===== src/rtl/rdf_pkg.sv =====
package rdf_pkg;
    localparam int BYTE_W     = 8;
    localparam int ADDR_BYTES = 6;
    localparam int CRC_W      = 32;
    localparam int WORD_W     = 16;
    localparam int STA_WORDS  = ADDR_BYTES * BYTE_W / WORD_W;
    localparam int HASH_IDX_W = 6;
    localparam int HASH_WORDS = (1 << HASH_IDX_W) / WORD_W;
    localparam logic [CRC_W-1:0] CRC_POLY = 32'hEDB8_8320;
    localparam logic [CRC_W-1:0] CRC_INIT = 32'hFFFF_FFFF;

    typedef struct packed {
        logic rx_en;
        logic promisc;
        logic hash_en;
    } rdf_cfg_t;

    typedef enum logic [2:0] {
        HIT_NONE,
        HIT_PROMISC,
        HIT_STATION,
        HIT_BCAST,
        HIT_HASH
    } rdf_hit_e;

    // Reflected CRC update over one byte, least significant bit first.
    function automatic logic [CRC_W-1:0] crc_byte(input logic [CRC_W-1:0] c,
                                                  input logic [BYTE_W-1:0] d);
        logic [CRC_W-1:0] r;
        r = c;
        for (int b = 0; b < BYTE_W; b++) begin
            if (r[0] ^ d[b]) r = (r >> 1) ^ CRC_POLY;
            else             r = r >> 1;
        end
        return r;
    endfunction
endpackage


===== src/rtl/rdf_crc_acc.sv =====
module rdf_crc_acc
    import rdf_pkg::*;
(
    input  logic              clk,
    input  logic              rst,
    input  logic              start,
    input  logic              step,
    input  logic [BYTE_W-1:0] dat,
    output logic [CRC_W-1:0]  crc_next
);
    logic [CRC_W-1:0] crc_q;

    // A start byte restarts the accumulation from the seed value.
    always_comb crc_next = crc_byte(start ? CRC_INIT : crc_q, dat);

    always_ff @(posedge clk) begin
        if (rst)                crc_q <= CRC_INIT;
        else if (start || step) crc_q <= crc_next;
    end
endmodule


===== src/rtl/rdf_addr_capture.sv =====
module rdf_addr_capture
    import rdf_pkg::*;
#(
    parameter int N_BYTES = ADDR_BYTES
) (
    input  logic                      clk,
    input  logic                      rst,
    input  logic                      frame_start,
    input  logic                      enable,
    input  logic                      byte_take,
    input  logic [BYTE_W-1:0]         dat,
    output logic                      active,
    output logic                      last,
    output logic [N_BYTES*BYTE_W-1:0] addr_next
);
    localparam int CNT_W = $clog2(N_BYTES);

    logic [CNT_W-1:0]          cnt_q;
    logic [N_BYTES*BYTE_W-1:0] addr_q;
    logic                      active_q;
    logic                      first_take;
    logic                      next_take;

    assign first_take = frame_start && enable;
    assign next_take  = byte_take && active_q && !frame_start;
    assign last       = next_take && (cnt_q == CNT_W'(N_BYTES - 1));
    assign active     = active_q;

    // Present the address with the current byte already slotted in.
    for (genvar i = 0; i < N_BYTES; i++) begin : g_slot
        always_comb begin
            if ((first_take && i == 0) || (next_take && cnt_q == CNT_W'(i)))
                addr_next[i*BYTE_W +: BYTE_W] = dat;
            else
                addr_next[i*BYTE_W +: BYTE_W] = addr_q[i*BYTE_W +: BYTE_W];
        end
    end

    always_ff @(posedge clk) begin
        if (rst) begin
            active_q <= 1'b0;
            cnt_q    <= '0;
            addr_q   <= '0;
        end else begin
            addr_q <= addr_next;
            if (frame_start) begin
                active_q <= enable;
                cnt_q    <= CNT_W'(1);
            end else if (next_take) begin
                cnt_q <= cnt_q + CNT_W'(1);
                if (last) active_q <= 1'b0;
            end
        end
    end
endmodule


===== src/rtl/rdf_decide.sv =====
module rdf_decide
    import rdf_pkg::*;
(
    input  rdf_cfg_t                        cfg,
    input  logic [ADDR_BYTES*BYTE_W-1:0]    addr,
    input  logic [CRC_W-1:0]                crc,
    input  logic [STA_WORDS*WORD_W-1:0]     sta,
    input  logic [HASH_WORDS*WORD_W-1:0]    hash_tab,
    output rdf_hit_e                        hit,
    output logic                            accept
);
    logic [STA_WORDS-1:0]  word_eq;
    logic                  sta_eq;
    logic                  bcast;
    logic [HASH_IDX_W-1:0] bin;
    logic                  bin_set;

    // Each word carries two address bytes, the high byte being the earlier one.
    for (genvar w = 0; w < STA_WORDS; w++) begin : g_sta
        assign word_eq[w] =
            (sta[w*WORD_W + BYTE_W +: BYTE_W] == addr[(2*w)*BYTE_W +: BYTE_W]) &&
            (sta[w*WORD_W +: BYTE_W]          == addr[(2*w+1)*BYTE_W +: BYTE_W]);
    end

    assign sta_eq  = &word_eq;
    assign bcast   = &addr;
    assign bin     = crc[CRC_W-1 -: HASH_IDX_W];
    // Table is packed word k above word k-1, so the bin is a flat bit index.
    assign bin_set = hash_tab[bin];

    always_comb begin
        if (cfg.promisc)                  hit = HIT_PROMISC;
        else if (sta_eq)                  hit = HIT_STATION;
        else if (bcast)                   hit = HIT_BCAST;
        else if (cfg.hash_en && bin_set)  hit = HIT_HASH;
        else                              hit = HIT_NONE;
    end

    assign accept = (hit != HIT_NONE);
endmodule


===== src/rtl/rx_dest_filter.sv =====
module rx_dest_filter
    import rdf_pkg::*;
(
    input  logic        clk,
    input  logic        rst,
    input  logic        byte_vld,
    input  logic        byte_sof,
    input  logic [7:0]  byte_dat,
    input  logic        cfg_rx_en,
    input  logic        cfg_promisc,
    input  logic        cfg_hash_en,
    input  logic [15:0] sta_w0,
    input  logic [15:0] sta_w1,
    input  logic [15:0] sta_w2,
    input  logic [15:0] hash_w0,
    input  logic [15:0] hash_w1,
    input  logic [15:0] hash_w2,
    input  logic [15:0] hash_w3,
    output logic        verdict_valid,
    output logic        verdict_accept
);
    rdf_cfg_t                     cfg;
    logic                         frame_start;
    logic                         active;
    logic                         last;
    logic [ADDR_BYTES*BYTE_W-1:0] addr_next;
    logic [CRC_W-1:0]             crc_next;
    rdf_hit_e                     hit;
    logic                         dec_accept;
    logic                         valid_q;
    logic                         accept_q;

    assign cfg         = '{rx_en: cfg_rx_en, promisc: cfg_promisc, hash_en: cfg_hash_en};
    assign frame_start = byte_vld && byte_sof;

    rdf_addr_capture #(.N_BYTES(ADDR_BYTES)) u_cap (
        .clk        (clk),
        .rst        (rst),
        .frame_start(frame_start),
        .enable     (cfg.rx_en),
        .byte_take  (byte_vld),
        .dat        (byte_dat),
        .active     (active),
        .last       (last),
        .addr_next  (addr_next)
    );

    rdf_crc_acc u_crc (
        .clk     (clk),
        .rst     (rst),
        .start   (frame_start),
        .step    (byte_vld && active),
        .dat     (byte_dat),
        .crc_next(crc_next)
    );

    rdf_decide u_dec (
        .cfg     (cfg),
        .addr    (addr_next),
        .crc     (crc_next),
        .sta     ({sta_w2, sta_w1, sta_w0}),
        .hash_tab({hash_w3, hash_w2, hash_w1, hash_w0}),
        .hit     (hit),
        .accept  (dec_accept)
    );

    always_ff @(posedge clk) begin
        if (rst) begin
            valid_q  <= 1'b0;
            accept_q <= 1'b0;
        end else begin
            valid_q <= last && cfg.rx_en;
            if (frame_start)             accept_q <= 1'b0;
            else if (last && cfg.rx_en)  accept_q <= dec_accept;
        end
    end

    assign verdict_valid  = valid_q;
    assign verdict_accept = accept_q;
endmodule


===== config.mk =====
export PLATFORM = sky130hd
export DESIGN_NAME = rx_dest_filter
export DESIGN_NICKNAME = d
export VERILOG_FILES = /design/src/rtl/rdf_pkg.sv /design/src/rtl/rdf_crc_acc.sv /design/src/rtl/rdf_addr_capture.sv /design/src/rtl/rdf_decide.sv /design/src/rtl/rx_dest_filter.sv
export SDC_FILE = /design/constraint.sdc
export NUM_CORES = 1
export LEC_CHECK = 0
export BUFFER_PORTS_ARGS = -buffer_cell sky130_fd_sc_hd__buf_4
export CAP_MARGIN = 25
export CORE_ASPECT_RATIO = 0.75
export CORE_MARGIN = 10
export CORE_UTILIZATION = 30
export CTS_BUF_LIST = sky130_fd_sc_hd__clkbuf_8
export DETAILED_ROUTE_END_ITERATION = 8
export PLACE_DENSITY = 0.6
export SYNTH_ARGS = -nofsm -noshare
export SYNTH_HDL_FRONTEND = slang
export SYNTH_SLANG_ARGS = --single-unit

===== constraint.sdc =====
create_clock -name clk -period 5.5 [get_ports clk]
set_clock_uncertainty 0.05 [all_clocks]
set_input_delay 1.65 -clock clk [delete_from_list [all_inputs] [get_ports clk]]
set_output_delay 1.65 -clock clk [all_outputs]
set_load 0.005 [all_outputs]

==> metrics.cfg <==
[outcome]
outcome = completed

[clocking]
cts_buffer_depth = 2
cts-hold-fix-buffers = 0
postCtsResizedCells = 0
number_of_setup_buffers_added_after_cts = 0
clock_latency_ps = 360
htree_num_levels = 3
cts_made_buffers = 9
cts.clk_slew.worst_paths_ps = 100
cts_sinks = 86
root_buffer_cell = clkbuf_8
tritoncts = built

[timing]
hold_violations = 0
tightestPinTransition_ps = 903
setup_slack_ps = 1190
period_share_pct = 78.4
finalCriticalPeriod_ps = 4310
rsz0062_at_grt = no
fin_setup_tns_ps = 0
final_setup_violation_count = 0
max_freq_mhz = 232
max-slew-margin-rel_pct = 39.5
slew_viol_final = 0

[synth]
synth_compound_area_share_pct = 8.73
synth_cell_types = 55
synth_seq_cells = 86
post_synth_inst_count = 624
yosysMostFrequentCell = nor2_1
postSynthAreaPerCell_sq_um = 9.03
synth_top_cell_by_area = dfxtp_1
post_synth_most_frequent_cells = nor2_1 (109), xnor2_1 (105), dfxtp_1 (86)
synth_enable_flop_cells = 0
synth_area_sq_um = 5630
netlist_top_cells_area = dfxtp_1 (31%), xnor2_1 (16%), mux2i_1 (11%)
ys_warn_count = 0
async_reset_ff_share_pct = 0
yosys_top_cell_area_share_pct = 30.6
seq_total_area_yosys_pct = 30.6
synthXorXnorAreaFrac_pct = 21.7
post_synth_and_or_nand_nor_area_fraction_pct = 17.8
mappedNetlistNets = 756
post_synth_mux_area_share_pct = 16.1
synth_top_family_by_area = XOR/XNOR gates
synth-adder-area-share_pct = 1.11
synth_top_flop_cell = dfxtp_1

[placed_design]
cell_total_after_placement = 968
gp_congestion = 0.852
place.detailed.hpwl_um = 13400
dp_worst_setup_slack_ps = 773
numPortBuffers = 128

[pwr]
power.density_cell_area_nw_per_um2 = 298
report.power.total_mw = 2.09
leakage_nw = 2.92
vdd_drop_max_uv = 140

[worst_setup_path]
critical_setup_path_class = input port to flip-flop
worst_path_max_delay_cell = xnor3_2
critical_path_peak_fanout = 28
worst-endpoint-required_ps = 5730
timing.critical_path.from_type = input port
critical_path.cell_chain = buf_4, and2_4, nor2_1, xnor2_1, xnor3_2, mux4_1, nor4_1, or4_1, o41ai_2
crit_path_max_cell_delay_ps = 650
cp.arrival_ps = 4540
setup.worst_path.end_class = flip-flop

[floorplanning]
core.rowCount = 43
floorplan.die.height_um = 139
core_region_area_sq_um = 18500
die_width_um = 178
ios = 129
initial_core_util_pct = 30.5
die_area_sq_um = 24700

[route]
drc_viols = 0
antenna_violating_nets_post_route = 0
detail_route.wirelength_um = 17300
detailed_routing_iteration_count_for_the_pre_antenna_repair_pass = 5
vias = 4750
post_drt_via_cell_ratio = 4.83
drt_iter0_markers = 340
wl_per_cell_um = 17.5

[hold_path]
hold_class = flip-flop to flip-flop

[job]
drv.max_cap_violation_count = 0

[cells_and_area]
final_layout_size_suffix_gt1_share_pct = 25.5
nFillCells = 1870
finalNonFillerCells = 984
diodes = 0
layout-area-overhead-vs-synth_pct = 24.4
num-nets-final = 864

[global_route]
maximum_number_of_pins_on_one_net_before_global_route_repair = 87
grt_antenna_before_repair = 0
grt_pass1_vias = 4866
grtUsageTotal_pct = 14.0
global_route.overflow_total = 0
first_pass_grt_wire_length_um = 27600

-- report_power, final --
| part | switching (mW) | total [mW] | internal [mW] |
|---|---|---|---|
| combinational | 0.444 | 0.931 | 0.487 |
| sequential | 0.0301 | 0.686 | 0.656 |
| clock | 0.253 | 0.469 | 0.216 |
-- per-layer routing --
layer,vias to the layer above,track usage (%),wire length (um)
li1,2373,-,-
met1,2225,20.5,8700
met2,144,20.0,7250
met3,8,4.24,1250
met4,0,2.00,52
met5,-,0,0
-- area by class of cell --
| class | instances | area [sq um] | share of cell area [%] |
|---|---|---|---|
| clock buffers | 9 | 124 | 1.77 |
| flip-flops and latches | 86 | 1720 | 24.6 |
| well taps | 247 | 309 | 4.41 |
| multi-input cells | 490 | 3700 | 52.8 |
| repair buffers | 141 | 1060 | 15.1 |
| inverters | 4 | 15.0 | 0.214 |
| clock inverters | 7 | 81.3 | 1.16 |
-- flip-flops by register name (all words and copies together), names as in the netlist --
signal	cells
verdict_accept	1
verdict_valid	1
u_crc.crc_q	32
u_cap.active	1
u_cap.addr_q	48
u_cap.cnt_q	3
-- worst paths after layout --
check,from,cells after the start,end,slack (ps)
min,u_crc.crc_q[13]$_SDFFE_PP1P_,1,u_crc.crc_q[13]$_SDFFE_PP1P_,430
min reg2reg,u_crc.crc_q[13]$_SDFFE_PP1P_,1,u_crc.crc_q[13]$_SDFFE_PP1P_,430
max,byte_sof,9,verdict_accept$_SDFFE_PP0P_,1190
max reg2reg,u_crc.crc_q[1]$_SDFFE_PP1P_,8,verdict_accept$_SDFFE_PP0P_,2090
-- kinds of logic (layout without fill, tap and decap cells) --
kind of cell / Yosys count / after routing
flops: 86 / 86
compound gates: 68 / 68
simple gates: 214 / 214
xor+xnor: 129 / 129
mux: 74 / 74
fa+ha+maj: 5 / 5
buf+inv: 48 / 161
-- metrics by stage --
| stage | area (sq um) | utilization (%) | hold slack [ps] |
|---|---|---|---|
| after CTS | 7010 | 38.0 | 425 |
| final | 7010 | 38.0 | 426 |
| after global placement | 6810 | 36.9 | 398 |
| after global routing | 7010 | 38.0 | 443 |
| after detailed placement | 6810 | 36.9 | 402 |
| after floorplan | 5630 | - | 386 |
-- layout by cell type (no fill, tap or decap), types with 14 or more instances in the layout --
cell / count
a21oi_1: 14
dfxtp_1: 86
nor2_1: 109
nor4_1: 21
xor2_1: 17
a211o_1: 22
buf_4: 141
xnor2_1: 104
mux2i_1: 61
nand2_1: 35
-- worst max-delay path, delay by kind of cell --
family          cells  cell delay, ps
xor+xnor            2             880
compound gates      1             300
simple gates        4            1100
mux                 1             450
buf+inv             1             140
No activity file was read; power rests on OpenSTA's default activity.
